<file path="config.mk">
export PLATFORM = sky130hd
export DESIGN_NAME = presettable_counter
export DESIGN_NICKNAME = d
export VERILOG_FILES = /design/src/rtl/cnt_pkg.sv /design/src/rtl/cnt_mode_sel.sv /design/src/rtl/cnt_state_reg.sv /design/src/rtl/cnt_term_detect.sv /design/src/rtl/presettable_counter.sv
export SDC_FILE = /design/constraint.sdc
export NUM_CORES = 1
export LEC_CHECK = 0
export ABC_AREA = 1
export BUFFER_PORTS_ARGS = -buffer_cell sky130_fd_sc_hd__buf_4
export CAP_MARGIN = 20
export CORE_AREA = 2 2 39 41
export CTS_BUF_LIST = sky130_fd_sc_hd__clkbuf_4
export DETAILED_ROUTE_END_ITERATION = 10
export DIE_AREA = 0 0 41 43
export HOLD_SLACK_MARGIN = 0.08
export PLACE_DENSITY_LB_ADDON = 0.25
export SLEW_MARGIN = 15
export SYNTH_ARGS = -nofsm -noshare
export SYNTH_HDL_FRONTEND = slang
export SYNTH_HIERARCHICAL = 1
export SYNTH_SLANG_ARGS = --single-unit
export TNS_END_PERCENT = 50
</file>
<file path="constraint.sdc">
create_clock -name clk -period 1.6 [get_ports clk]
set_clock_uncertainty 0.05 [all_clocks]
set_input_delay 0.24 -clock clk [delete_from_list [all_inputs] [get_ports clk]]
set_output_delay 0.24 -clock clk [all_outputs]
set_load 0.05 [all_outputs]
</file>
<file path="src/rtl/cnt_pkg.sv">
package cnt_pkg;
    typedef enum logic [1:0] {
        MODE_CLEAR = 2'd0,
        MODE_LOAD  = 2'd1,
        MODE_COUNT = 2'd2,
        MODE_HOLD  = 2'd3
    } cnt_mode_e;
endpackage

</file>
<file path="src/rtl/cnt_mode_sel.sv">
module cnt_mode_sel
    import cnt_pkg::*;
(
    input  logic      clear_n,
    input  logic      load_n,
    input  logic      cnt_en,
    input  logic      chain_en,
    output cnt_mode_e mode
);
    // Fixed precedence: clear, then load, then count, then hold
    always_comb begin
        if (!clear_n)
            mode = MODE_CLEAR;
        else if (!load_n)
            mode = MODE_LOAD;
        else if (cnt_en && chain_en)
            mode = MODE_COUNT;
        else
            mode = MODE_HOLD;
    end
endmodule

</file>
<file path="src/rtl/cnt_state_reg.sv">
module cnt_state_reg
    import cnt_pkg::*;
#(
    parameter int WIDTH      = 4,
    parameter bit CLEAR_SYNC = 1'b0
) (
    input  logic             clk,
    input  logic             clear_n,
    input  cnt_mode_e        mode,
    input  logic [WIDTH-1:0] din,
    output logic [WIDTH-1:0] count
);
    localparam logic [WIDTH-1:0] STEP = WIDTH'(1);

    logic [WIDTH-1:0] count_q;
    logic [WIDTH-1:0] count_d;

    // Next-state selection for every mode
    always_comb begin
        unique case (mode)
            MODE_CLEAR: count_d = '0;
            MODE_LOAD:  count_d = din;
            MODE_COUNT: count_d = count_q + STEP;
            MODE_HOLD:  count_d = count_q;
            default:    count_d = count_q;
        endcase
    end

    generate
        if (CLEAR_SYNC) begin : g_sync_clear
            always_ff @(posedge clk) begin
                count_q <= count_d;
            end
        end else begin : g_async_clear
            always_ff @(posedge clk or negedge clear_n) begin
                if (!clear_n)
                    count_q <= '0;
                else
                    count_q <= count_d;
            end
        end
    endgenerate

    assign count = count_q;
endmodule

</file>
<file path="src/rtl/cnt_term_detect.sv">
module cnt_term_detect #(
    parameter int WIDTH = 4
) (
    input  logic [WIDTH-1:0] count,
    input  logic             chain_en,
    output logic             term_cnt
);
    localparam logic [WIDTH-1:0] LAST = {WIDTH{1'b1}};

    always_comb begin
        term_cnt = chain_en && (count == LAST);
    end
endmodule

</file>
<file path="src/rtl/presettable_counter.sv">
module presettable_counter
    import cnt_pkg::*;
#(
    parameter int WIDTH      = 4,
    parameter bit CLEAR_SYNC = 1'b0
) (
    input  logic             clk,
    input  logic             clear_n,
    input  logic             load_n,
    input  logic             cnt_en,
    input  logic             chain_en,
    input  logic [WIDTH-1:0] din,
    output logic [WIDTH-1:0] count,
    output logic             term_cnt
);
    cnt_mode_e mode;

    cnt_mode_sel u_mode (
        .clear_n  (clear_n),
        .load_n   (load_n),
        .cnt_en   (cnt_en),
        .chain_en (chain_en),
        .mode     (mode)
    );

    cnt_state_reg #(
        .WIDTH      (WIDTH),
        .CLEAR_SYNC (CLEAR_SYNC)
    ) u_reg (
        .clk     (clk),
        .clear_n (clear_n),
        .mode    (mode),
        .din     (din),
        .count   (count)
    );

    cnt_term_detect #(
        .WIDTH (WIDTH)
    ) u_tc (
        .count    (count),
        .chain_en (chain_en),
        .term_cnt (term_cnt)
    );
endmodule

</file>
Word level (Yosys, flattened, before mapping):

Cells that the tools add are included.

* bits in registers: 4
* bits of input ports: 9
* output and inout port bits: 5
* word-level logic and storage cells: 13

* add/subtract/negate cells: 1
* equal/unequal tests: 4
* mux-type cells: 4
* reductions and logical operators: 3

Operator list (number)
* $pmux 4 s3: 1
* $add 4x1->4 const B: 1
* $eq 2x2->1 const B: 2
* $eq 4x4->1 const B: 1
* $mux 2: 2
* $eq 2x1->1 const B: 1
* $logic_and 1x1->1: 2
* $logic_not 2->1: 1
* $mux 1: 1

Depth between registers and ports, before layout:

Gate-level depths: netlist of the first run.

* depth after elaboration: 6
* mapped depth: 9
* mapped depth without buffers: 9

Cells and area by module:

The synthesis of the first run kept the hierarchy.

Modules (own cells, without submodules)
* cnt_state_reg: times used 1, cells each 38, area an instance 286.5 um^2
* cnt_mode_sel: times used 1, cells each 5, area an instance 20.0 um^2
* cnt_term_detect: times used 1, cells each 3, area an instance 12.5 um^2

Worst setup path after synthesis of the first run:

No wires, ideal clock.

* kind: register to output
* from: register u_reg.count_q[2], in the netlist u_reg/count[2]
* to: output term_cnt
* data arrival time: 1.482 ns
* required time: 1.310 ns
* slack: -0.172 ns
* stages on the path, launching flop included: 3
* buffers on the path: 0
* cells stage by stage: dfrtp_1 > nand3_1 > nor2_1

* word-level cells in the longest chain between the ends: 2

RTL lines
* start: declaration: RTL line cnt_state_reg.sv:15 `logic [WIDTH-1:0] count_q;`
* start signal: assignment: RTL line cnt_state_reg.sv:39 `count_q <= count_d;`
* $eq 4x4->1: RTL line cnt_term_detect.sv:11 `term_cnt = chain_en && (count == LAST);`
* $logic_and 1x1->1: RTL line cnt_term_detect.sv:11
* end: declaration: RTL line presettable_counter.sv:14 `output logic term_cnt`

No other way between the ends.

Worst setup path after layout of the first run:

Ends and elaborated chain as after synthesis.

==> results.toml, run 1 <==
[grt]
grt_overflow_total = 0
grt_pass1_wl_um = 1120
maximum_number_of_pins_on_one_net_before_global_route_repair = 8
grt_antenna_before_repair = 0
grt_util_all_layers_pct = 10.1
grt_pass1_vias = 284

[placement]
detailedPlacementHpwl_um = 615
routabilityCongestion = 0.694
numPortBuffers = 13
dp.cells = 75

[die]
starting_density_of_the_core_pct = 23.1
standard_cell_row_count = 14
fp.dieW_um = 41
floorplan.die.height_um = 43
io-pin-count = 14
die_footprint_mm2 = 0.00176
placeableCoreArea_mm2 = 0.00138

[setup_path]
endpoint_kind = "output pin"
worst_path_largest_cell_delay_ns = 0.45
cp_top_family = "flip-flops"
signal_arrival_time_at_the_worst_endpoint_ns = 1.08
reg2reg_setup_slack_ns = 0.36
path_class = "flop to output pin"
path_cells = "nand3_1 > nor2_2 > buf_4"
crit_slowest_cell = "sky130_fd_sc_hd__dfrtp_1"
worstSetupPathDepth = 3
reg2reg_depth = 4
timing.critical_path.fanout_max = 7
setup.worst_path.start_class = "flop"
worst-endpoint-required_ns = 1.31
worst_path_bufs_invs = 1

[power_and_ir_drop]
power.ir.vdd_worst_mv = 0.388
power.static_leakage_nw = 0.264
seqPwrFrac_pct = 35.8
power.combinational.fraction_pct = 27.8
p_sw_w = 0.000103
power.share.clock_pct = 36.4
power_density_mw_per_mm2 = 707
p_int_w = 0.000231
net_sw_share_pct = 30.8

[sta]
final-setup-viol-count = 0
relSlewSlack_pct = 84.9
layout_min_cycle_time_ns = 1.37
tcrit_tclk_final_pct = 85.3
rsz0062_at_grt = "no"
whs_ns = 0.258
fmaxAchievable_mhz = 733
drv_slew = 0
report.final.hold_viol_count = 0
worst_pin_slew_ns = 0.226
timing.setup.tns_ns = 0

[clock_network]
htreeDepth = 1
clk_root_buffer_cell = "sky130_fd_sc_hd__clkbuf_4"
cts.hold.buffers_added = 1
cts.repair_timing.setup_buffer_count = 0
clk_pin_slew_worst_setup_hold_paths_ns = 0.04
cts_num_sinks = 4
clock_tree.buffer_depth = 2
cts_repair_resize_count = 0
cts_buffers = 3
clk-insertion-delay-late_ns = 0.23
tritoncts_clock_tree = "yes"

[synthesis]
mappedNetlistArea_um2 = 319
yosys_warnings = 6
number_of_register_bits_inferred_by_synthesis = 4
syn_inst = 46
sequential_fraction_of_the_synthesis_area_pct = 31.4
synth_cell_type_count = 11
post_synth_net_total = 59
avgSynthCellArea_um2 = 6.94

[route]
via_per_inst = 4.24
routed-via-count = 335
detail_route.iter0.violations = 4
route.detailed.drc = 0
ant_nets = 0
route.detailed.wl_per_inst_um = 9.25
wl_um = 731
drt-pass1-iter-count = 2

[finish]
layout-drive-gt1-share_pct = 28.6
syn_to_final_growth_pct = 47.8
antenna-diode-count = 0
finish.net_count = 78
final_cells = 79
flip_flop_count_of_the_largest_register_all_copies_and_words_added = 4

[worst_hold_path]
hold_path.class = "input pin to flop"
hold_path_depth = 5

[job]
max-cap-violations = 0

[run_status]
status = "finished, final reports clean"
## cell usage in the layout (no fill, tap or decap)
cell | synthesis | layout
sky130_fd_sc_hd__inv_1 | 7 | 7
sky130_fd_sc_hd__a22oi_1 | 1 | 1
sky130_fd_sc_hd__o21ai_0 | 2 | 2
sky130_fd_sc_hd__dfrtp_1 | 4 | 4
sky130_fd_sc_hd__dlygate4sd3_1 | 0 | 1
sky130_fd_sc_hd__nor2_1 | 2 | 1
sky130_fd_sc_hd__nor2_2 | 0 | 1
sky130_fd_sc_hd__clkbuf_4 | 0 | 3
sky130_fd_sc_hd__nand3_1 | 4 | 4
sky130_fd_sc_hd__nand4_1 | 1 | 1
sky130_fd_sc_hd__nand2_1 | 19 | 19
sky130_fd_sc_hd__ha_1 | 4 | 4
sky130_fd_sc_hd__buf_4 | 0 | 13
sky130_fd_sc_hd__nor2_4 | 1 | 1
sky130_fd_sc_hd__a22o_1 | 1 | 1
## worst reg2reg max path, delay by kind of cell, from the launching register on
| family | cells | cell delay (ns) |
|---|---|---|
| simple gates | 2 | 0.10 |
| flops | 1 | 0.44 |
| fa+ha+maj | 1 | 0.32 |
| compound gates | 1 | 0.22 |
## power groups by stage
stage	sequential, W	clock (W)	combinational [W]
after CTS	0.000119	0.000126	0.0000943
after global placement	0.000121	0	0.0000911
final	0.000119	0.000121	0.0000927
after detailed placement	0.000121	0	0.0000921
after global routing	0.000120	0.000139	0.000102
after floorplan	0.000140	0	0.0000349
## per-layer routing
layer	GRT usage (%)	vias up	wire length, um
met5	0	-	0
met4	6.00	0	0
met3	7.85	0	40
met2	13.1	11	321
met1	11.3	142	369
li1	-	182	-
## cells in the mapped netlist (all sizes together)
cell,n,area share (%)
nand2,19,22
inv,7,8.2
dfrtp,4,31
ha,4,16
nand3,4,6.3
nor2,3,5.9
o21ai,2,3.1
a22o,1,2.7
a22oi,1,2.4
nand4,1,2.0
## through the flow
stage / instance area, um^2 / total power, W / setup slack, ns / utilization (%)
after detailed placement: 439 / 0.000213 / 0.177 / 31.7
after floorplan: 322 / 0.000175 / 0.0284 / -
after global routing: 472 / 0.000362 / 0.161 / 34.1
after CTS: 472 / 0.000340 / 0.225 / 34.1
after global placement: 439 / 0.000212 / 0.198 / 31.7
final: 472 / 0.000333 / 0.235 / 34.1
## final cells by class
cell class              instances  area, um^2
multi-input cells              35         195
clock buffers                   3        22.5
flip-flops and latches          4         100
repair buffers                 14         108
inverters                       7        26.3
fillers                       161         912
well taps                      16        20.0
## path summary, 6_finish.rpt
check	startpoint	to
min in group asynchronous	clear_n	u_reg/count[2]
worst max register to register	u_reg/count[0]	u_reg/count[1]
worst min-delay path	din[3]	u_reg/count[3]
worst min register to register	u_reg/count[3]	u_reg/count[3]
worst max-delay path	u_reg/count[2]	term_cnt
max in group asynchronous	clear_n	u_reg/count[0]
## kinds of logic (layout without fill, tap and decap cells)
family                     count (synthesis)  after routing  synth area share, %
DFF                                        4              4                 31.4
buffers and inverters                      7             24                 8.24
adders and majority gates                  4              4                 15.7
and+or+nand+nor                           27             27                 36.5
AOI/OAI and AO/OA                          4              4                 8.24
(Power assumes the default switching activity.)
==> run 2, diff against run 1 <==
--- a/config.mk
+++ b/config.mk
@@ -17,6 +17,5 @@
 export SLEW_MARGIN = 15
 export SYNTH_ARGS = -nofsm -noshare
 export SYNTH_HDL_FRONTEND = slang
-export SYNTH_HIERARCHICAL = 1
 export SYNTH_SLANG_ARGS = --single-unit
 export TNS_END_PERCENT = 50
==> results.toml, run 2 <==
[run_status]
status = "finished, final reports clean"

[synthesis]
synth_enable_flop_cells = 0
synth_cell_type_count = 11
number_of_register_bits_inferred_by_synthesis = 4
cell_with_the_most_instances_after_synthesis = "sky130_fd_sc_hd__nand3_1"
synth_top_area_share_pct = 39.4
avgSynthCellArea_um2 = 7.26
largest_cells_by_area_after_synthesis = "sky130_fd_sc_hd__dfrtp_1 39%, sky130_fd_sc_hd__nand3_1 22%, sky130_fd_sc_hd__nand2_1 15%"
mappedNetlistArea_um2 = 254
netlist.top_cell.by_area = "sky130_fd_sc_hd__dfrtp_1"
syn_inst = 35
synth-main-ff-cell = "sky130_fd_sc_hd__dfrtp_1"
async_flop_share_pct = 100
sequential_fraction_of_the_synthesis_area_pct = 39.4
synthTopCellsByCount = "11 x sky130_fd_sc_hd__nand3_1, 10 x sky130_fd_sc_hd__nand2_1, 4 x sky130_fd_sc_hd__dfrtp_1"
yosys_warnings = 0
post_synth_net_total = 45

[grt]
grt_pass1_vias = 283
grt_overflow_total = 0
met2_usage_pct = 14.1
groute.layer.met1.usage_pct = 13.0
maximum_number_of_pins_on_one_net_before_global_route_repair = 10
grt_antenna_before_repair = 0
met3_usage_pct = 6.28
grt_util_all_layers_pct = 11.6
global_route.peak_usage_layer = "met2"
grt_pass1_wl_um = 1210

[setup_path]
endpoint_kind = "output pin"
path_class = "flop to output pin"
reg2reg_from = "u_reg.count[0]"
reg2reg_depth = 4
crit_end = "term_cnt"
signal_arrival_time_at_the_worst_endpoint_ns = 1.24
reg2reg_to = "u_reg.count[2]"
reg2reg_setup_slack_ns = 0.37
timing.critical_path.fanout_max = 6
worst_setup_path_start = "u_reg.count[0]"
worst-endpoint-required_ns = 1.31
setup.worst_path.start_class = "flop"

[die]
placeableCoreArea_mm2 = 0.00138
starting_density_of_the_core_pct = 18.4
fp.dieW_um = 41
die_footprint_mm2 = 0.00176
standard_cell_row_count = 14
io-pin-count = 14
floorplan.die.height_um = 43

[placement]
placed_area_um2 = 382
routabilityCongestion = 0.659
numPortBuffers = 13
detailedPlacementHpwl_um = 547

[power_and_ir_drop]
power.static_leakage_nw = 0.209
power.ir.vdd_worst_mv = 0.353
power_density_mw_per_mm2 = 852

[finish]
flip_flop_count_of_the_largest_register_all_copies_and_words_added = 4
finish.net_count = 64
finish.instance_area_um2 = 422
most-common-layout-cells = "13 x sky130_fd_sc_hd__buf_4, 11 x sky130_fd_sc_hd__nand3_1, 10 x sky130_fd_sc_hd__nand2_1, 4 x sky130_fd_sc_hd__clkbuf_4, 3 x sky130_fd_sc_hd__inv_1"
antenna-diode-count = 0
syn_to_final_growth_pct = 66.0
layout-drive-gt1-share_pct = 45.3
mostFrequentLayoutCell = "sky130_fd_sc_hd__buf_4"

[clock_network]
clock_tree.buffer_depth = 2
cts.hold.buffers_added = 1
cts_repair_resize_count = 0
clk_pin_slew_worst_setup_hold_paths_ns = 0.04
clk-insertion-delay-late_ns = 0.24
tritoncts_clock_tree = "yes"
cts_num_sinks = 4
cts_buffers = 3
htreeDepth = 1
clk_root_buffer_cell = "sky130_fd_sc_hd__clkbuf_4"
cts.repair_timing.setup_buffer_count = 0

[route]
route.detailed.drc = 0
route.detailed.wl_per_inst_um = 10.4
via_per_inst = 4.25
routed-via-count = 293
detail_route.iter0.violations = 4
wl_um = 720
drt-pass1-iter-count = 3
ant_nets = 0

[sta]
worst_pin_slew_ns = 0.211
report.final.hold_viol_count = 0
tcrit_tclk_final_pct = 95.3
fmaxAchievable_mhz = 656
rsz0062_at_grt = "no"
final-setup-viol-count = 0
layout_min_cycle_time_ns = 1.53
timing.setup.tns_ns = 0
drv_slew = 0
relSlewSlack_pct = 86.0

[worst_hold_path]
hold_path.class = "input pin to flop"

[job]
max-cap-violations = 0
## run 2: cell families after synthesis
kind of cell               share of synthesized area, %
DFF                                                39.4
and+or+nand+nor                                    47.8
buffers and inverters                              4.43
adders and majority gates                          4.93
AOI/OAI and AO/OA                                  3.45
## run 2: how the worst min path moves through the flow
stage | startpoint | to | slack [ns] | cells past startpoint
floorplan | clear_n | u_reg.count[0] | -0.11 | 0
global placement | clear_n | u_reg.count[3] | 0.01 | 1
detailed placement | clear_n | u_reg.count[3] | 0.02 | 1
CTS | din[2] | u_reg.count[2] | 0.20 | 3
global route | din[0] | u_reg.count[0] | 0.20 | 3
finish | din[2] | u_reg.count[2] | 0.20 | 3
## run 2: routing by layer
| layer | vias to the layer above | share of wire, % |
|---|---|---|
| met4 | 0 | 3.8 |
| met3 | 2 | 7.2 |
| met5 | - | 0 |
| li1 | 152 | - |
| met1 | 128 | 45 |
| met2 | 11 | 44 |
## run 2: final cells by class
| class | count | area (um^2) |
|---|---|---|
| timing repair buffer | 14 | 108 |
| sequential | 4 | 103 |
| tap | 16 | 20.0 |
| clock buffer | 4 | 30.0 |
| inverter | 3 | 11.3 |
| multi-input combinational | 28 | 150 |
| fill | 159 | 962 |
## run 2: worst max-delay path, cell delays in order, from the launching register on
cell                      delay (ns)
sky130_fd_sc_hd__dfrtp_2        0.43
sky130_fd_sc_hd__ha_1           0.21
sky130_fd_sc_hd__nand2_1        0.12
sky130_fd_sc_hd__nor2_4         0.05
sky130_fd_sc_hd__buf_4          0.18
## run 2: power breakdown
| group | switching [W] | leakage (nW) | internal (W) |
|---|---|---|---|
| sequential | 0.00000956 | 0.0501 | 0.000109 |
| clock | 0.0000491 | 0.0184 | 0.000111 |
| combinational | 0.0000484 | 0.140 | 0.0000323 |
| total | 0.000107 | 0.209 | 0.000252 |
## run 2: stage by stage
| step | total power (W) | utilization [%] | cells | setup slack [ns] | hold slack, ns |
|---|---|---|---|---|---|
| 2_1_floorplan | 0.000162 | - | 35 | 0.133 | -0.106 |
| 3_3_place_gp | 0.000200 | 27.6 | 64 | 0.344 | 0.0123 |
| 3_5_place_dp | 0.000200 | 27.6 | 64 | 0.330 | 0.0152 |
| 4_1_cts | 0.000368 | 30.5 | 69 | 0.0667 | 0.197 |
| 5_1_grt | 0.000385 | 30.5 | 69 | 0.0124 | 0.203 |
| 6_report | 0.000359 | 30.5 | 69 | 0.0746 | 0.201 |
==> run 3, diff against run 2 <==
==> constraint.sdc (replaced) <==
create_clock -name clk -period 1.5 [get_ports clk]
set_clock_uncertainty 0.05 [all_clocks]
set_input_delay 0.225 -clock clk [delete_from_list [all_inputs] [get_ports clk]]
set_output_delay 0.225 -clock clk [all_outputs]
set_load 0.05 [all_outputs]
==> results.toml, run 3 (synthesis gave the netlist of run 2 again) <==
[die]
starting_density_of_the_core_pct = 18.4
placeableCoreArea_mm2 = 0.00138
standard_cell_row_count = 14
floorplan.die.height_um = 43
fp.dieW_um = 41
die_footprint_mm2 = 0.00176
io-pin-count = 14

[clock_network]
clk_pin_slew_worst_setup_hold_paths_ns = 0.04
clk-insertion-delay-late_ns = 0.24
htreeDepth = 1
tritoncts_clock_tree = "yes"
cts_num_sinks = 4
clk_root_buffer_cell = "sky130_fd_sc_hd__clkbuf_4"
cts_buffers = 3
clock_tree.buffer_depth = 2

[worst_hold_path]
hold_path.class = "input pin to flop"
hold_path_depth = 3

[route]
ant_nets = 0
detail_route.iter0.violations = 0
route.detailed.wl_per_inst_um = 11.1
via_per_inst = 4.24
route.detailed.drc = 0
routed-via-count = 301
wl_um = 790
drt-pass1-iter-count = 1

[grt]
maximum_number_of_pins_on_one_net_before_global_route_repair = 10
grt_util_all_layers_pct = 11.7
grt_overflow_total = 0
grt_pass1_vias = 293
grt_antenna_before_repair = 0
grt_pass1_wl_um = 1230

[finish]
finish.instance_area_um2 = 445
layout-drive-gt1-share_pct = 50.9
syn_to_final_growth_pct = 75.4
finish.net_count = 66
flip_flop_count_of_the_largest_register_all_copies_and_words_added = 4
mostFrequentLayoutCell = "sky130_fd_sc_hd__buf_4"
antenna-diode-count = 0
finalCoreUtilization_pct = 32.2
most-common-layout-cells = "14 x sky130_fd_sc_hd__buf_4, 11 x sky130_fd_sc_hd__nand3_1, 9 x sky130_fd_sc_hd__nand2_1, 4 x sky130_fd_sc_hd__clkbuf_4, 3 x sky130_fd_sc_hd__inv_1"

[setup_path]
signal_arrival_time_at_the_worst_endpoint_ns = 1.16
crit_slowest_cell = "sky130_fd_sc_hd__dfrtp_2"
endpoint_kind = "output pin"
setup.worst_path.start_class = "flop"
timing.critical_path.fanout_max = 4
worst-endpoint-required_ns = 1.22
reg2reg_depth = 4
path_class = "flop to output pin"
path_cells = "ha_2 > nand2_2 > nor2_4 > buf_6"
worst_path_largest_cell_delay_ns = 0.38

[sta]
layout_min_cycle_time_ns = 1.44
tcrit_tclk_final_pct = 95.7
final-setup-viol-count = 0
report.final.hold_viol_count = 0
relSlewSlack_pct = 86.0
timing.setup.tns_ns = 0
worst_pin_slew_ns = 0.211
fmaxAchievable_mhz = 697
drv_slew = 0

[power_and_ir_drop]
final_total_pwr_w = 0.000393
power_density_mw_per_mm2 = 882
power.ir.vdd_worst_mv = 0.372
power.static_leakage_nw = 0.219

[job]
max-cap-violations = 0

[placement]
numPortBuffers = 13
routabilityCongestion = 0.659
detailedPlacementHpwl_um = 547
placed_area_um2 = 382

[run_status]
status = "finished, final reports clean"
==> run 3: cell count changes in the layout (fill, tap and decap cells not counted), sizes merged <==
cell,change
buf,+2
==> run 3: per-stage QoR <==
step	std cells	hold slack, ns	setup WS (ns)
after floorplan	35	-0.121	0.0483
after global placement	64	-0.00274	0.259
after detailed placement	64	0.000179	0.245
after CTS	69	0.182	0.00888
after global routing	71	0.189	-0.00649
final	71	0.184	0.0643
==> run 3: critical path: cells and delay by family (launching register included) <==
family                   cells  cell delay (ns)
flip-flops                   1             0.38
adder cells (fa/ha/maj)      1             0.19
AND/OR/NAND/NOR              2             0.19
buffers and inverters        1             0.16
==> run 3: where the power goes <==
group / total (W) / internal (W) / switching [W]
Combinational: 0.0000955 / 0.0000400 / 0.0000556
Sequential: 0.000126 / 0.000116 / 0.00000930
Clock: 0.000172 / 0.000118 / 0.0000534
==> run 3: routing by layer <==
layer | up-vias | wire [um] | global-route usage (%)
li1 | 156 | - | -
met5 | - | 0 | 0
met3 | 2 | 48 | 6.28
met1 | 132 | 350 | 13.0
met2 | 11 | 364 | 14.4
met4 | 0 | 27 | 12.0
==> run 3: layout make-up <==
class | instances | area, um^2
fillers | 159 | 938
multi-input cells | 28 | 155
repair buffers | 16 | 126
flip-flops and latches | 4 | 103
clock buffers | 4 | 30.0
well taps | 16 | 20.0
inverters | 3 | 11.3
==> run 3: worst paths after layout <==
check                               start             end  slack [ns]
max                        u_reg.count[1]        term_cnt        0.06
min                                din[2]  u_reg.count[2]        0.18
max reg2reg                u_reg.count[0]  u_reg.count[2]        0.30
min reg2reg                u_reg.count[3]  u_reg.count[3]        0.54
max in group asynchronous         clear_n  u_reg.count[0]        0.96
min in group asynchronous         clear_n  u_reg.count[3]        0.29
==> run 3: what timing repair did <==
| action | in CTS | in global routing |
|---|---|---|
| hold buffers | 1 | 0 |
| setup endpoints to repair | 1 | 1 |
| pin swaps | 0 | 0 |
| endpoints found under the hold margin | 4 | 0 |
| resized for setup | 1 | 2 |
| setup buffers | 0 | 2 |
